==> config.mk <==
export PLATFORM = sky130hd
export DESIGN_NAME = pc_steer
export DESIGN_NICKNAME = d
export VERILOG_FILES = /design/src/rtl/pcs_pkg.sv /design/src/rtl/pcs_decode.sv /design/src/rtl/pcs_targets.sv /design/src/rtl/pcs_select.sv /design/src/rtl/pc_steer.sv
export SDC_FILE = /design/constraint.sdc
export NUM_CORES = 1
export LEC_CHECK = 0
export BUFFER_PORTS_ARGS = -buffer_cell sky130_fd_sc_hd__buf_4
export CAP_MARGIN = 15
export CELL_PAD_IN_SITES_DETAIL_PLACEMENT = 0
export CELL_PAD_IN_SITES_GLOBAL_PLACEMENT = 1
export CORE_UTILIZATION = 33
export CTS_CLUSTER_SIZE = 24
export DETAILED_ROUTE_END_ITERATION = 7
export PLACE_DENSITY_LB_ADDON = 0.1
export SETUP_SLACK_MARGIN = 0.4
export SLEW_MARGIN = 20
export SYNTH_ARGS = -nofsm -noshare
export SYNTH_HDL_FRONTEND = slang
export SYNTH_SLANG_ARGS = --single-unit
==> constraint.sdc <==
create_clock -name clk -period 5.3 [get_ports clk]
set_clock_uncertainty 0.05 [all_clocks]
set_input_delay 1.06 -clock clk [delete_from_list [all_inputs] [get_ports clk]]
set_output_delay 1.06 -clock clk [all_outputs]
set_load 0.01 [all_outputs]
==> src/rtl/pcs_pkg.sv <==
package pcs_pkg;

  localparam logic [5:0] OPC_SPECIAL = 6'b000000;
  localparam logic [5:0] OPC_JUMP    = 6'b000010;
  localparam logic [5:0] OPC_CALL    = 6'b000011;
  localparam logic [5:0] OPC_BEQ     = 6'b000100;
  localparam logic [5:0] FN_REGJUMP  = 6'b001000;

  typedef enum logic [2:0] {
    FLOW_SEQ    = 3'd0,
    FLOW_JUMP   = 3'd1,
    FLOW_CALL   = 3'd2,
    FLOW_REG    = 3'd3,
    FLOW_BRANCH = 3'd4
  } flow_e;

endpackage

==> src/rtl/pcs_decode.sv <==
module pcs_decode
  import pcs_pkg::*;
(
  input  logic [5:0] op_code,
  input  logic [5:0] fn_code,
  output flow_e      kind
);
  always_comb begin
    unique case (op_code)
      OPC_JUMP:    kind = FLOW_JUMP;
      OPC_CALL:    kind = FLOW_CALL;
      OPC_BEQ:     kind = FLOW_BRANCH;
      OPC_SPECIAL: kind = (fn_code == FN_REGJUMP) ? FLOW_REG : FLOW_SEQ;
      default:     kind = FLOW_SEQ;
    endcase
  end
endmodule

==> src/rtl/pcs_targets.sv <==
module pcs_targets #(
  parameter int XLEN  = 32,
  parameter int TGT_W = 26,
  parameter int IMM_W = 16
) (
  input  logic [XLEN-1:0]  pc_q,
  input  logic [TGT_W-1:0] jmp_tgt,
  input  logic [IMM_W-1:0] imm16,
  input  logic [XLEN-1:0]  rs_val,
  input  logic [XLEN-1:0]  rt_val,
  output logic [XLEN-1:0]  seq_addr,
  output logic [XLEN-1:0]  jump_addr,
  output logic [XLEN-1:0]  branch_addr,
  output logic [XLEN-1:0]  reg_addr,
  output logic             ops_equal
);
  localparam int REGION_W = XLEN - TGT_W - 2;
  localparam int EXT_W    = XLEN - IMM_W - 2;
  localparam logic [XLEN-1:0] WORD_BYTES = XLEN'(4);

  logic [XLEN-1:0] byte_offset;

  always_comb begin
    seq_addr    = pc_q + WORD_BYTES;
    jump_addr   = {seq_addr[XLEN-1 -: REGION_W], jmp_tgt, 2'b00};
    byte_offset = {{EXT_W{imm16[IMM_W-1]}}, imm16, 2'b00};
    branch_addr = seq_addr + byte_offset;
    reg_addr    = rs_val;
    ops_equal   = (rs_val == rt_val);
  end
endmodule

==> src/rtl/pcs_select.sv <==
module pcs_select
  import pcs_pkg::*;
#(
  parameter int XLEN = 32
) (
  input  flow_e           kind,
  input  logic            adv_en,
  input  logic            ops_equal,
  input  logic [XLEN-1:0] seq_addr,
  input  logic [XLEN-1:0] jump_addr,
  input  logic [XLEN-1:0] branch_addr,
  input  logic [XLEN-1:0] reg_addr,
  output logic [XLEN-1:0] pc_next,
  output logic            link_we
);
  always_comb begin
    pc_next = seq_addr;
    link_we = 1'b0;
    unique case (kind)
      FLOW_JUMP:   pc_next = jump_addr;
      FLOW_CALL: begin
        pc_next = jump_addr;
        link_we = adv_en;
      end
      FLOW_REG:    pc_next = reg_addr;
      FLOW_BRANCH: pc_next = ops_equal ? branch_addr : seq_addr;
      default:     pc_next = seq_addr;
    endcase
  end
endmodule

==> src/rtl/pc_steer.sv <==
module pc_steer
  import pcs_pkg::*;
#(
  parameter int              XLEN      = 32,
  parameter int              TGT_W     = 26,
  parameter int              IMM_W     = 16,
  parameter int              RA_W      = 5,
  parameter logic [31:0]     RESET_VEC = 32'h0000_0000
) (
  input  logic             clk,
  input  logic             rst,
  input  logic             adv_en,
  input  logic [5:0]       op_code,
  input  logic [5:0]       fn_code,
  input  logic [TGT_W-1:0] jmp_tgt,
  input  logic [IMM_W-1:0] imm16,
  input  logic [XLEN-1:0]  rs_val,
  input  logic [XLEN-1:0]  rt_val,
  output logic [XLEN-1:0]  pc_q,
  output logic [XLEN-1:0]  pc_next,
  output logic             link_we,
  output logic [RA_W-1:0]  link_addr,
  output logic [XLEN-1:0]  link_data
);
  localparam logic [RA_W-1:0] LINK_REG = {RA_W{1'b1}};

  flow_e           kind;
  logic [XLEN-1:0] seq_addr, jump_addr, branch_addr, reg_addr;
  logic            ops_equal;

  pcs_decode u_decode (
    .op_code (op_code),
    .fn_code (fn_code),
    .kind    (kind)
  );

  pcs_targets #(.XLEN(XLEN), .TGT_W(TGT_W), .IMM_W(IMM_W)) u_targets (
    .pc_q        (pc_q),
    .jmp_tgt     (jmp_tgt),
    .imm16       (imm16),
    .rs_val      (rs_val),
    .rt_val      (rt_val),
    .seq_addr    (seq_addr),
    .jump_addr   (jump_addr),
    .branch_addr (branch_addr),
    .reg_addr    (reg_addr),
    .ops_equal   (ops_equal)
  );

  pcs_select #(.XLEN(XLEN)) u_select (
    .kind        (kind),
    .adv_en      (adv_en),
    .ops_equal   (ops_equal),
    .seq_addr    (seq_addr),
    .jump_addr   (jump_addr),
    .branch_addr (branch_addr),
    .reg_addr    (reg_addr),
    .pc_next     (pc_next),
    .link_we     (link_we)
  );

  assign link_addr = LINK_REG;
  assign link_data = seq_addr;

  always_ff @(posedge clk) begin
    if (rst)         pc_q <= XLEN'(RESET_VEC);
    else if (adv_en) pc_q <= pc_next;
  end


  p_reset_vec_r1: assert property (@(posedge clk)
    rst |=> pc_q == XLEN'(RESET_VEC));


  p_load_next_r2: assert property (@(posedge clk) disable iff (rst)
    adv_en |=> pc_q == $past(pc_next));


  p_jump_field_r3: assert property (@(posedge clk) disable iff (rst)
    (op_code == OPC_JUMP) |-> (pc_next[TGT_W+1:2] == jmp_tgt && pc_next[1:0] == 2'b00));


  p_link_req_r4: assert property (@(posedge clk) disable iff (rst)
    link_we |-> (op_code == OPC_CALL && link_addr == LINK_REG && link_data == pc_q + XLEN'(4)));


  p_reg_jump_r5: assert property (@(posedge clk) disable iff (rst)
    (op_code == OPC_SPECIAL && fn_code == FN_REGJUMP) |-> (pc_next == rs_val && !link_we));


  p_branch_miss_r7: assert property (@(posedge clk) disable iff (rst)
    (op_code == OPC_BEQ && rs_val != rt_val) |-> pc_next == pc_q + XLEN'(4));


  p_stall_hold_r8: assert property (@(posedge clk) disable iff (rst)
    !adv_en |=> ($stable(pc_q) && 1'b1));

  p_stall_nolink_r8: assert property (@(posedge clk) disable iff (rst)
    !adv_en |-> !link_we);

endmodule

==> results of run 1 <==
[through the flow]
step,power (W),setup WS [ns],hold slack [ns]
after CTS,0.00101,0.403,0.460
final,0.00103,0.482,0.461
after global routing,0.00108,0.349,0.490
after detailed placement,0.000713,0.137,0.451
after global placement,0.000710,0.187,0.442
after floorplan,0.000502,0.637,0.465
[logic make-up after synthesis]
logic type	count (synthesis)	share of synthesized area, %
AND/OR/NAND/NOR	238	25.3
AO/OA/AOI/OAI	181	27.1
XOR/XNOR	79	14.9
buffers and inverters	66	6.63
adder cells (fa/ha/maj)	35	9.60
flip-flops	32	13.8
multiplexers	12	2.59
other	1	0.0808
[timing repair]
action,4_1_cts,5_1_grt
endpoints found under the setup margin,15,15
cloned,0,0
pin swaps,11,24
setup buffers,12,11
hold buffers,0,0
resized for setup,58,56
[Yosys cell counts (11+ instances only)]
cell,count
sky130_fd_sc_hd__ha_1,34
sky130_fd_sc_hd__nor3_1,11
sky130_fd_sc_hd__nand3_1,21
sky130_fd_sc_hd__xor2_1,51
sky130_fd_sc_hd__nor2_1,66
sky130_fd_sc_hd__buf_2,12
sky130_fd_sc_hd__a22o_1,16
sky130_fd_sc_hd__clkbuf_1,11
sky130_fd_sc_hd__dfxtp_1,32
sky130_fd_sc_hd__mux2i_1,12
sky130_fd_sc_hd__a22oi_1,13
sky130_fd_sc_hd__xnor2_1,28
sky130_fd_sc_hd__nor4_1,12
sky130_fd_sc_hd__inv_1,29
sky130_fd_sc_hd__a21oi_1,47
sky130_fd_sc_hd__nand2_1,69
sky130_fd_sc_hd__nand4_1,18
sky130_fd_sc_hd__a21o_1,15
sky130_fd_sc_hd__o21ai_0,26
[metal layers]
metal | up-vias | part of all wire, % | GRT usage (%)
li1 | 2798 | - | -
met1 | 2812 | 41 | 37.3
met2 | 280 | 49 | 49.7
met3 | 40 | 6.9 | 4.91
met4 | 0 | 2.4 | 8.87
met5 | - | 0 | 0
[final timing paths]
path,end,from,depth (start not counted),slack (ns)
setup / recovery,pc_next[28],pc_q[7],16,0.48
hold / removal,pc_q[0],pc_q[0],2,0.46
setup reg to reg,pc_q[27],pc_q[3],16,1.67
hold reg to reg,pc_q[0],pc_q[0],2,0.46
[power groups by stage]
stage	sequential [W]	clock (W)	combinational [W]
finish	0.000269	0.000271	0.000494
detailed placement	0.000273	0	0.000441
CTS	0.000269	0.000277	0.000462
global route	0.000271	0.000286	0.000528
floorplan	0.000275	0	0.000227
global placement	0.000272	0	0.000438
[tightest hold or removal path, stage by stage, from the launching register on]
cell	delay, ns
sky130_fd_sc_hd__dfxtp_1	0.33
sky130_fd_sc_hd__nand2_1	0.07
sky130_fd_sc_hd__a21oi_1	0.06
[final cells by class]
| class | instances | area (µm²) | share of cell area [%] |
|---|---|---|---|
| Clock buffer | 5 | 125 | 1.72 |
| Inverter | 30 | 113 | 1.55 |
| Multi-Input combinational cell | 550 | 4200 | 57.8 |
| Sequential cell | 32 | 666 | 9.16 |
| Tap cell | 176 | 220 | 3.03 |
| Timing Repair Buffer | 259 | 1940 | 26.8 |
==> results.txt, run 1 <==
----------------------------------------------------
[Status]
  Status ... finished, final reports clean

[Setup path]
  Critical Path RT ... approximately 4.2 ns
  Critical Path, Cell by Cell ... nand3_1 > or3_4 > nor2_1 > xnor2_1 > inv_1 > ha_1 > a21oi_2 > o21bai_1 > a221o_1 > o21ai_2 > a21oi_1 > o221ai_1 > xnor2_1 > nand2_1 > nand2_1 > buf_4
  Buf/Inv on CP ... 2
  Critical Path Max Stage Delay ... about 0.5 ns
  Start-to-end type of the worst setup path ... reg2out
  Signal arrival time at the worst endpoint ... 3.71 ns
  Critical path fanouts, max ... 5
  Top cell family by delay on the critical path ... compound AO/OA/AOI/OAI gates
  Critical path endpoint category ... primary output
  Kind of launch point of the worst setup path ... register
  Worst-path cell with the longest stage delay ... sky130_fd_sc_hd__or3_4

[Finish]
  Commonest cells after routing, fill and taps aside ... 259 x sky130_fd_sc_hd__buf_4, 69 x sky130_fd_sc_hd__nand2_1, 61 x sky130_fd_sc_hd__nor2_1, 46 x sky130_fd_sc_hd__xor2_1, 37 x sky130_fd_sc_hd__a21oi_1
  Commonest non-fill, non-tap cell in the layout ... sky130_fd_sc_hd__buf_4
  End-of-flow core utilization ... roughly 54%
  Share of post-route cells with drive strength above 1 ... about two fifths
  Fill cell total of the finished layout ... 1,346
  Flip-flop count of the largest register, all copies and words added ... 32
  Largest register by flop count ... pc_q
  Leading registers by flop count ... pc_q: 32 flops
  Filler-free cell count of the finished design ... 1,052
  Finished layout cell area ... roughly 0.0073 mm²
  Synthesis-to-layout area growth ... 56.7%
  Diodes inserted ... 0
  Net count, final ... 1,034

[Logic synthesis]
  Number of enable flip-flop cells after synthesis ... 0
  Top cell type's share of synthesized area ... between 10% and 20%
  Synth warnings ... 0
  Share of synthesized registers carrying an async set or reset ... 0%
  Cell types occupying the most area after synthesis ... sky130_fd_sc_hd__dfxtp_1 14%, sky130_fd_sc_hd__xor2_1 9.6%, sky130_fd_sc_hd__ha_1 9.2%
  #FFs+latches synth ... 32
  Primary FF master, synth ... sky130_fd_sc_hd__dfxtp_1
  Leading area contributor after synthesis ... sky130_fd_sc_hd__dfxtp_1
  Summed instance area of the synthesized netlist ... 0.00464 mm²
  Number of library cell types mapped by synthesis ... 66
  Synthesized instance count ... between 600 and 700
  Avg Inst Size Synth ... ~7.2 µm²
  Share of the yosys chip area belonging to registers ... 13.8%

[Clock tree]
  Clk sink count ... 32
  Total number of H-tree levels ... 2
  Clock tree from TritonCTS ... done
  Root Driver ... sky130_fd_sc_hd__clkbuf_16
  Clock slew at the register clock pins of the worst setup and hold paths ... 0.05 ns
  Number of CTS-inserted buffers ... 5
  Later-pin clock latency in the skew report ... approximately 0.28 ns
  Maximum number of buffers from clock root to sink ... 2

[Timing]
  Unrepaired setup endpoints after global routing ... true
  Count of final setup violators ... 0
  Final Hold Viols ... 0
  Slew Limit Headroom ... around 45%
  Crit path time final ... 4.82 ns
  F_max ... 208 MHz
  Slew Viols, Final ... 0
  Tcrit/Tclk final ... between 90% and 100%
  Fin Setup TNS ... 0 ns
  Slew at the pin closest to its max-slew limit ... 0.831 ns

[Floorplan]
  X dimension of the die ... roughly 120 µm
  Die outline height ... approximately 120 µm
  I/O Pins ... ~220
  Cell row count ... 42
  Die area ... ~0.015 mm²
  Core Box Area ... ~0.013 mm²
  Initial standard-cell utilization of the core ... 34.5%

[Place]
  Cell area after placement ... between 0.006 and 0.007 mm²
  Final weighted congestion of routability-driven global placement ... 0.953
  Final HPWL from detailed placement ... approximately 17,000 µm
  Quantity of I/O buffers inserted on ports ... 217
  Cell count after placement ... between 1,000 and 1,500

[Power and ir drop]
  Maximum resistive drop on vdd ... roughly 0.000094 V
  Cell internal pwr ... 0.000658 W
  Share of power burned in registers ... 26.1%
  Switch share ... between 30% and 40%
  Relative contribution of combinational cells to total power ... 47.7%
  Cell Pwr Density ... approximately 140 mW/mm²
  Static leakage power ... between 3 and 4 nW
  Clock group share of total power ... 26.2%
  NetSw ... ~0.00038 W

[Routing]
  Number of vias in the routed layout ... between 5,000 and 6,000
  Average wire per cell in the routed design ... just over 20 µm
  DRC Markers ... 0
  1st-pass router iterations ... 5
  Via count normalized by instance count ... 5.64
  Total detailed-routing wirelength ... 21,800 µm
  Post-DRT Antenna Nets ... 0
  First-iteration detailed-routing DRC count ... 413

[Global routing]
  Gr ovfl total ... 0
  First-pass GRT wire length ... between 30,000 and 40,000 µm
  Number of antenna violations at the first check in global routing ... 0
  Number of global-route vias before repair ... roughly 5,700
  Maximum number of pins on one net before global-route repair ... between 40 and 50
  Overall routing resource usage ... roughly 29%

[Min path]
  Class of the worst hold path ... reg2reg

[Flow run]
  Total of max-cap violations ... 0

----------------------------------------------------
No activity file was read; power rests on OpenSTA's default activity.
==> run 2: changes to the inputs <==
--- a/config.mk
+++ b/config.mk
@@ -9,7 +9,8 @@
 export CAP_MARGIN = 15
 export CELL_PAD_IN_SITES_DETAIL_PLACEMENT = 0
 export CELL_PAD_IN_SITES_GLOBAL_PLACEMENT = 1
-export CORE_UTILIZATION = 33
+export CORE_UTILIZATION = 30
+export CTS_BUF_LIST = sky130_fd_sc_hd__clkbuf_2 sky130_fd_sc_hd__clkbuf_4 sky130_fd_sc_hd__clkbuf_8
 export CTS_CLUSTER_SIZE = 24
 export DETAILED_ROUTE_END_ITERATION = 7
 export PLACE_DENSITY_LB_ADDON = 0.1
==> constraint.sdc (replaced) <==
create_clock -name clk -period 4 [get_ports clk]
set_clock_uncertainty 0.05 [all_clocks]
set_input_delay 0.8 -clock clk [delete_from_list [all_inputs] [get_ports clk]]
set_output_delay 0.8 -clock clk [all_outputs]
set_load 0.01 [all_outputs]
==> run 2 against run 1 <==
Against the previous run: the run now ends with setup timing left; die area rose by 9.8%; worst setup slack worse by 0.98 ns; register-to-register slack worse by 1.4 ns; routed wire length rose by 15%; highest routed layer unchanged.
==> results.txt, run 2 (synthesis gave the netlist of run 1 again) <==
----------------------------------------------------
[Clock tree]
  Clock slew at the register clock pins of the worst setup and hold paths ... 0.08 ns (was 0.05 ns)
  Root Driver ... sky130_fd_sc_hd__clkbuf_8 (was sky130_fd_sc_hd__clkbuf_16)
  Clock tree from TritonCTS ... done (unchanged)
  Number of CTS-inserted buffers ... 5 (unchanged)
  Total number of H-tree levels ... 2 (unchanged)
  Maximum number of buffers from clock root to sink ... 2 (unchanged)
  Later-pin clock latency in the skew report ... 0.32 ns (was 0.28 ns)
  Clk sink count ... 32 (unchanged)

[Place]
  Final HPWL from detailed placement ... 19,000 µm (was 17,200 µm)
  Quantity of I/O buffers inserted on ports ... 217 (unchanged)
  Cell count after placement ... 1,189 (was 1,024)
  Final weighted congestion of routability-driven global placement ... 0.932 (was 0.953)

[Routing]
  Number of vias in the routed layout ... 6,749 (was 5,930)
  Total detailed-routing wirelength ... 25,100 µm (was 21,800 µm)
  Via count normalized by instance count ... 5.32 (was 5.64)
  DRC Markers ... 0 (unchanged)
  1st-pass router iterations ... 5 (unchanged)
  Post-DRT Antenna Nets ... 0 (unchanged)
  Average wire per cell in the routed design ... 19.8 µm (was 20.7 µm)
  First-iteration detailed-routing DRC count ... 399 (was 413)

[Timing]
  Crit path time final ... around 4.5 ns
  Unrepaired setup endpoints after global routing ... true (unchanged)
  Slew Viols, Final ... 0 (unchanged)
  F_max ... roughly 220 MHz
  Worst-case setup margin in the final layout ... -0.501 ns (was 0.482 ns)
  Slew at the pin closest to its max-slew limit ... 0.883 ns (was 0.831 ns)
  Fin Setup TNS ... -5.74 ns (was 0 ns)
  Final Hold Viols ... 0 (unchanged)
  Tcrit/Tclk final ... 113%
  Count of final setup violators ... 20 (was 0)
  Slew Limit Headroom ... 41.1% (was 44.6%)

[Finish]
  Leading registers by flop count ... pc_q: 32 flops (unchanged)
  Share of post-route cells with drive strength above 1 ... 63.9% (was 41.0%)
  Largest register by flop count ... pc_q (unchanged)
  Filler-free cell count of the finished design ... 1,269 (was 1,052)
  End-of-flow core utilization ... 66.3% (was 54.0%)
  Flip-flop count of the largest register, all copies and words added ... 32 (unchanged)
  Diodes inserted ... 0 (unchanged)
  Commonest cells after routing, fill and taps aside ... 405 x sky130_fd_sc_hd__buf_4, 52 x sky130_fd_sc_hd__nand2_1, 49 x sky130_fd_sc_hd__nor2_1, 46 x sky130_fd_sc_hd__buf_6, 36 x sky130_fd_sc_hd__xor2_1 (was 259 x sky130_fd_sc_hd__buf_4, 69 x sky130_fd_sc_hd__nand2_1, 61 x sky130_fd_sc_hd__nor2_1, 46 x sky130_fd_sc_hd__xor2_1, 37 x sky130_fd_sc_hd__a21oi_1)
  Synthesis-to-layout area growth ... 116% (was 56.7%)
  Net count, final ... 1,236 (was 1,034)
  Commonest non-fill, non-tap cell in the layout ... sky130_fd_sc_hd__buf_4 (unchanged)

[Floorplan]
  X dimension of the die ... 126 µm (was 121 µm)
  Core Box Area ... 0.0151 mm² (was 0.0135 mm²)
  Die outline height ... 126 µm (was 121 µm)
  Cell row count ... 45 (was 42)
  Initial standard-cell utilization of the core ... 30.6% (was 34.5%)
  Die area ... 0.0160 mm² (was 0.0145 mm²)
  I/O Pins ... 223 (unchanged)

[Setup path]
  Critical Path Max Stage Delay ... 0.36 ns (was 0.49 ns)
  Critical path fanouts, max ... 5 (unchanged)
  Critical path endpoint category ... primary output (unchanged)
  Worst path most repeated cell ... sky130_fd_sc_hd__buf_4
  Signal arrival time at the worst endpoint ... 3.65 ns (was 3.71 ns)
  Critical Path RT ... 3.15 ns (was 4.19 ns)
  Kind of launch point of the worst setup path ... register (unchanged)
  Worst-path cell with the longest stage delay ... sky130_fd_sc_hd__dfxtp_2 (was sky130_fd_sc_hd__or3_4)
  Critical Path, Cell by Cell ... nand4_1 > nor4_4 > and2b_2 > and3_4 > xor2_2 > ha_4 > a21oi_1 > o21ai_2 > buf_4 > buf_6 > o31ai_4 > buf_4 > mux2i_2 > a211oi_2 > a21oi_2 > buf_4 (was nand3_1 > or3_4 > nor2_1 > xnor2_1 > inv_1 > ha_1 > a21oi_2 > o21bai_1 > a221o_1 > o21ai_2 > a21oi_1 > o221ai_1 > xnor2_1 > nand2_1 > nand2_1 > buf_4)
  Start-to-end type of the worst setup path ... reg2out (unchanged)

[Status]
  Failing checks ... setup timing
  Status ... complete, but fails checks (was finished, final reports clean)

[Global routing]
  First-pass GRT wire length ... 36,100 µm (was 32,000 µm)
  Number of antenna violations at the first check in global routing ... 0 (unchanged)
  Number of global-route vias before repair ... 6,596 (was 5,708)
  Gr ovfl total ... 0 (unchanged)
  Overall routing resource usage ... 29.9% (was 29.1%)
  Maximum number of pins on one net before global-route repair ... 44 (unchanged)

[Min path]
  Class of the worst hold path ... reg2reg (unchanged)

[Power and ir drop]
  Total power draw ... 0.00160 W (was 0.00103 W)
  Maximum resistive drop on vdd ... 0.0000962 V (was 0.0000942 V)
  Cell Pwr Density ... 159 mW/mm² (was 142 mW/mm²)
  Static leakage power ... 4.88 nW (was 3.53 nW)

[Flow run]
  Total of max-cap violations ... 0 (unchanged)

----------------------------------------------------
## run 2: cell types whose count changed in the layout (fill, tap and decap cells not counted), sizes merged
| cell | change |
|---|---|
| buf | +201 |
| clkbuf | +4 |
## run 2: per-layer routing
metal / vias up / part of all wire (%) / GRT usage, % / wire length [µm]
met5: - / 0 / 0 / 0
met4: 0 / 2.9 / 8.65 / 724
met3: 48 / 5.9 / 4.30 / 1490
met2: 269 / 50 / 53.0 / 12500
met1: 3229 / 42 / 37.5 / 10500
li1: 3203 / - / - / -
## run 2: per-stage QoR
step           instance area, µm²  hold slack [ns]  setup WS, ns
2_1_floorplan                4950            0.452        0.0451
3_3_place_gp                 7940            0.444        -0.334
3_5_place_dp                 7940            0.456        -0.351
4_1_cts                      8730            0.468        -0.401
5_1_grt                     10000            0.496        -0.638
6_report                    10000            0.473        -0.501
## run 2: final cells by class
type / instances / area, µm²
clock buffer: 8 / 97.6
fill: 1280 / 5110
inverter: 30 / 113
multi-input combinational: 550 / 5160
sequential: 32 / 679
tap: 188 / 235
timing repair buffer: 461 / 3750
## run 2: worst max-delay path, delay by kind of cell, from the launching register on
kind	cells	cell delay, ns
xor+xnor	1	0.21
mux	1	0.22
flops	1	0.36
simple gates	4	1.02
fa+ha+maj	1	0.25
buf+inv	4	0.55
compound gates	5	0.71
## run 2: repair_timing
item                                    in CTS  in global routing
endpoints found under the hold margin        0                  0
buffers inserted                            25                 45
gates resized for setup                    102                187
endpoints found under the setup margin      38                 37
pin swaps                                   51                122
hold buffers                                 0                  0
gates cloned                                 2                  0
## run 2: report_power, final
group | switching, W | internal, W
clock | 0.000152 | 0.000154
sequential | 0.0000150 | 0.000331
combinational | 0.000446 | 0.000499
## run 2: path summary, 6_finish.rpt
check | endpoint | depth (start not counted) | start | slack, ns
setup / recovery | pc_next[27] | 16 | pc_q[10] | -0.50
hold / removal | pc_q[1] | 2 | pc_q[1] | 0.47
setup reg to reg | pc_q[27] | 17 | pc_q[10] | 0.31
hold reg to reg | pc_q[1] | 2 | pc_q[1] | 0.47
==> run 3: changes to the inputs <==
--- a/config.mk
+++ b/config.mk
@@ -9,13 +9,15 @@
 export CAP_MARGIN = 15
 export CELL_PAD_IN_SITES_DETAIL_PLACEMENT = 0
 export CELL_PAD_IN_SITES_GLOBAL_PLACEMENT = 1
-export CORE_UTILIZATION = 30
+export CORE_UTILIZATION = 33
 export CTS_BUF_LIST = sky130_fd_sc_hd__clkbuf_2 sky130_fd_sc_hd__clkbuf_4 sky130_fd_sc_hd__clkbuf_8
 export CTS_CLUSTER_SIZE = 24
 export DETAILED_ROUTE_END_ITERATION = 7
+export GPL_TIMING_DRIVEN = 0
 export PLACE_DENSITY_LB_ADDON = 0.1
 export SETUP_SLACK_MARGIN = 0.4
 export SLEW_MARGIN = 20
 export SYNTH_ARGS = -nofsm -noshare
 export SYNTH_HDL_FRONTEND = slang
+export SYNTH_HIERARCHICAL = 1
 export SYNTH_SLANG_ARGS = --single-unit
==> run 3 against run 2 <==
Against the previous run: the run still ends with setup timing left; final cell count down 2.2%; fmax down 4.5%; core utilization down 3.4 points; largest power group unchanged.
==> results.txt, run 3 <==
----------------------------------------------------
[Global routing]
  First-pass GRT wire length ... 38,400 µm (was 36,100 µm)
  Overall routing resource usage ... 28.7% (was 29.9%)
  Gr ovfl total ... 0 (unchanged)
  Number of antenna violations at the first check in global routing ... 0 (unchanged)
  Maximum number of pins on one net before global-route repair ... 16 (was 44)
  Number of global-route vias before repair ... 6,755 (was 6,596)

[Finish]
  Finished layout cell area ... 0.0104 mm² (was 0.0100 mm²)
  Largest register by flop count ... pc_q (unchanged)
  Synthesis-to-layout area growth ... 86.0% (was 116%)
  Diodes inserted ... 0 (unchanged)
  Commonest non-fill, non-tap cell in the layout ... sky130_fd_sc_hd__buf_4 (unchanged)
  Flip-flop count of the largest register, all copies and words added ... 32 (unchanged)
  Net count, final ... 1,175 (was 1,236)
  Fill cell total of the finished layout ... 1,405 (was 1,280)
  End-of-flow core utilization ... 62.8% (was 66.3%)
  Filler-free cell count of the finished design ... 1,241 (was 1,269)
  Leading registers by flop count ... pc_q: 32 flops (unchanged)
  Commonest cells after routing, fill and taps aside ... 339 x sky130_fd_sc_hd__buf_4, 64 x sky130_fd_sc_hd__buf_6, 60 x sky130_fd_sc_hd__mux2i_1, 54 x sky130_fd_sc_hd__nor2_1, 41 x sky130_fd_sc_hd__xor2_1 (was 405 x sky130_fd_sc_hd__buf_4, 52 x sky130_fd_sc_hd__nand2_1, 49 x sky130_fd_sc_hd__nor2_1, 46 x sky130_fd_sc_hd__buf_6, 36 x sky130_fd_sc_hd__xor2_1)
  Share of post-route cells with drive strength above 1 ... 64.0% (was 63.9%)

[Place]
  Final HPWL from detailed placement ... 18,500 µm (was 19,000 µm)
  Final weighted congestion of routability-driven global placement ... 0.917 (was 0.932)
  Cell count after placement ... 1,098 (was 1,189)
  Cell area after placement ... 0.00788 mm² (was 0.00794 mm²)
  Quantity of I/O buffers inserted on ports ... 191 (was 217)

[Timing]
  Worst hold slack after final layout ... 0.479 ns (was 0.473 ns)
  Unrepaired setup endpoints after global routing ... true (unchanged)
  Slew Viols, Final ... 0 (unchanged)
  Slew Limit Headroom ... 56.9% (was 41.1%)
  Slew at the pin closest to its max-slew limit ... 0.646 ns (was 0.883 ns)
  Final Hold Viols ... 0 (unchanged)
  Worst-case setup margin in the final layout ... -0.712 ns (was -0.501 ns)
  Crit path time final ... 4.71 ns (was 4.50 ns)
  F_max ... 212 MHz (was 222 MHz)
  Tcrit/Tclk final ... 118% (was 113%)
  Count of final setup violators ... 22 (was 20)

[Logic synthesis]
  Post-synth top cells ... 73 x sky130_fd_sc_hd__buf_4, 66 x sky130_fd_sc_hd__nor2_1, 63 x sky130_fd_sc_hd__mux2i_1, 51 x sky130_fd_sc_hd__xor2_1, 37 x sky130_fd_sc_hd__xnor2_1 (was 69 x sky130_fd_sc_hd__nand2_1, 66 x sky130_fd_sc_hd__nor2_1, 51 x sky130_fd_sc_hd__xor2_1, 47 x sky130_fd_sc_hd__a21oi_1, 34 x sky130_fd_sc_hd__ha_1)
  Synthesized instance count ... 682 (was 644)
  Synth warnings ... 6 (was 0)
  Cell types occupying the most area after synthesis ... sky130_fd_sc_hd__dfxtp_1 11%, sky130_fd_sc_hd__mux2i_1 11%, sky130_fd_sc_hd__buf_4 9.8% (was sky130_fd_sc_hd__dfxtp_1 14%, sky130_fd_sc_hd__xor2_1 9.6%, sky130_fd_sc_hd__ha_1 9.2%)
  Primary FF master, synth ... sky130_fd_sc_hd__dfxtp_1 (unchanged)
  Number of enable flip-flop cells after synthesis ... 0 (unchanged)
  Share of the yosys chip area belonging to registers ... 11.5% (was 13.8%)
  #FFs+latches synth ... 32 (unchanged)
  Top-count cell post-synth ... sky130_fd_sc_hd__buf_4 (was sky130_fd_sc_hd__nand2_1)
  Leading area contributor after synthesis ... sky130_fd_sc_hd__dfxtp_1 (unchanged)
  Share of synthesized registers carrying an async set or reset ... 0% (unchanged)
  Number of library cell types mapped by synthesis ... 66 (unchanged)
  Summed instance area of the synthesized netlist ... 0.00558 mm² (was 0.00464 mm²)
  Avg Inst Size Synth ... 8.19 µm² (was 7.20 µm²)
  Top cell type's share of synthesized area ... 11.5% (was 13.8%)

[Power and ir drop]
  Total power draw ... 0.00121 W (was 0.00160 W)
  Maximum resistive drop on vdd ... 0.0000955 V (was 0.0000962 V)
  Static leakage power ... 4.74 nW (was 4.88 nW)
  Cell Pwr Density ... 116 mW/mm² (was 159 mW/mm²)

[Floorplan]
  Core Box Area ... 0.0165 mm² (was 0.0151 mm²)
  Die outline height ... 132 µm (was 126 µm)
  X dimension of the die ... 132 µm (was 126 µm)
  Cell row count ... 47 (was 45)
  Die area ... 0.0174 mm² (was 0.0160 mm²)
  Initial standard-cell utilization of the core ... 33.8% (was 30.6%)
  I/O Pins ... 223 (unchanged)

[Routing]
  1st-pass router iterations ... 4 (was 5)
  Total detailed-routing wirelength ... 25,600 µm (was 25,100 µm)
  Average wire per cell in the routed design ... 20.6 µm (was 19.8 µm)
  Post-DRT Antenna Nets ... 0 (unchanged)
  Number of vias in the routed layout ... 6,664 (was 6,749)
  Via count normalized by instance count ... 5.37 (was 5.32)
  First-iteration detailed-routing DRC count ... 348 (was 399)
  DRC Markers ... 0 (unchanged)

[Status]
  Failing checks ... setup timing (unchanged)
  Status ... complete, but fails checks (unchanged)

[Clock tree]
  Maximum number of buffers from clock root to sink ... 2 (unchanged)
  Number of CTS-inserted buffers ... 5 (unchanged)
  Total number of H-tree levels ... 2 (unchanged)
  Later-pin clock latency in the skew report ... 0.32 ns (about the same)
  Clock tree from TritonCTS ... done (unchanged)
  Clk sink count ... 32 (unchanged)
  Root Driver ... sky130_fd_sc_hd__clkbuf_8 (unchanged)
  Clock slew at the register clock pins of the worst setup and hold paths ... 0.08 ns (about the same)
  Cts hold-fix bufs ... 0 (unchanged)

[Setup path]
  Worst setup path startpoint ... pc_q[4] (was pc_q[10])
  FF-to-FF Start ... pc_q[4] (was pc_q[10])
  Worst path most repeated cell ... sky130_fd_sc_hd__buf_6 (was sky130_fd_sc_hd__buf_4)
  Critical path fanouts, max ... 6 (was 5)
  Critical Path RT ... 3.15 ns (about the same)
  Kind of launch point of the worst setup path ... register (unchanged)
  Start-to-end type of the worst setup path ... reg2out (unchanged)
  Critical path endpoint category ... primary output (unchanged)
  Signal arrival time at the worst endpoint ... 3.86 ns (was 3.65 ns)
  R2r endpoint ... pc_q[22] (was pc_q[27])
  Depth of the worst register-to-register path ... 21 (was 17)
  Critical Path Max Stage Delay ... 0.36 ns (about the same)
  Worst reg-to-reg setup slack ... 0.18 ns (was 0.31 ns)
  Worst-path cell with the longest stage delay ... sky130_fd_sc_hd__dfxtp_4 (was sky130_fd_sc_hd__dfxtp_2)
  Critical Path, Cell by Cell ... and4_4 > buf_12 > nand4_1 > xnor2_2 > ha_4 > a211oi_4 > nor3b_4 > a311oi_4 > buf_6 > buf_6 > buf_6 > o2111ai_2 > a31oi_1 > xnor2_1 > mux2i_1 > o2bb2ai_1 > a221o_1 > buf_6 (was nand4_1 > nor4_4 > and2b_2 > and3_4 > xor2_2 > ha_4 > a21oi_1 > o21ai_2 > buf_4 > buf_6 > o31ai_4 > buf_4 > mux2i_2 > a211oi_2 > a21oi_2 > buf_4)

[Flow run]
  Total of max-cap violations ... 0 (unchanged)

[Min path]
  Class of the worst hold path ... reg2reg (unchanged)
  Worst hold path cell count ... 2 (unchanged)
  Hold Path End ... pc_q[30] (was pc_q[1])
  Startpoint of the most critical hold path ... pc_q[30] (was pc_q[1])

----------------------------------------------------
run 3: cell count changes in the layout (fill, tap and decap cells not counted), sizes merged, moves of 15 or more:
cell / previous run / this run
a221o: 8 / 31
a21oi: 47 / 32
inv: 30 / 9
a22o: 16 / 0
nand2: 70 / 36
mux2i: 12 / 63
o2bb2ai: 0 / 31
buf: 460 / 428
run 3: final cells by class:
cell class / count / area (µm²) / area share, %
tap: 220 / 275 / 2.65
clock buffer: 7 / 83.8 / 0.807
buffer: 108 / 947 / 9.12
multi-input combinational: 538 / 5600 / 53.9
clock inverter: 1 / 3.75 / 0.0361
sequential: 32 / 699 / 6.73
timing repair buffer: 326 / 2750 / 26.4
inverter: 9 / 33.8 / 0.325
run 3: worst max path at each step:
stage | cells past startpoint | to | slack, ns
after CTS | 17 | pc_next[30] | -0.71
after global placement | 15 | pc_next[29] | -0.80
after detailed placement | 16 | pc_next[30] | -0.89
after floorplan | 16 | pc_next[30] | -0.05
after global routing | 18 | pc_next[30] | -0.85
final | 18 | pc_next[30] | -0.71
run 3: repair_timing:
action / 4_1_cts / 5_1_grt
endpoints found under the hold margin: 0 / 0
endpoints found under the setup margin: 51 / 50
resized for setup: 196 / 87
gates cloned: 2 / 0
pin swaps: 117 / 83
buffers inserted: 91 / 42
run 3: power by group:
group	leakage (nW)	internal (W)	total, W	switching (W)
Combinational	4.42	0.000321	0.000599	0.000278
Sequential	0.271	0.000315	0.000324	0.00000929
Clock	0.0467	0.000135	0.000286	0.000150
Total	4.74	0.000772	0.00121	0.000438
run 3: worst max-delay path: cells and delay by family, from the launching register on:
| family | cells | cell delay, ns |
|---|---|---|
| flip-flops | 1 | 0.36 |
| buffers and inverters | 5 | 0.64 |
| AO/OA/AOI/OAI | 6 | 1.30 |
| multiplexers | 1 | 0.18 |
| adder cells (fa/ha/maj) | 1 | 0.27 |
| AND/OR/NAND/NOR | 3 | 0.44 |
| XOR/XNOR | 2 | 0.37 |
run 3: cells by family after synthesis:
kind of cell    Yosys count  share of synthesized area, %
other cells               2                         0.134
buf+inv                 117                          15.1
compound gates          154                          22.7
simple gates            190                          17.1
flops                    32                          11.5
mux                      64                          11.5
xor+xnor                 89                          14.2
fa+ha+maj                34                          7.75
run 3: metal layers:
layer,up-vias,part of all wire [%],track usage [%],routed length (µm)
met5,-,0,0,0
met4,0,3.8,11.7,979
met3,57,5.7,6.11,1460
met2,235,50,49.7,12800
met1,3251,41,34.4,10400
li1,3121,-,-,-
run 3: stage by stage:
step                setup TNS [ns]  setup WS [ns]
global placement            -15.26         -0.797
global route                -12.97         -0.855
finish                       -9.73         -0.712
detailed placement          -15.94         -0.895
CTS                          -9.60         -0.715
floorplan                   -0.115        -0.0526
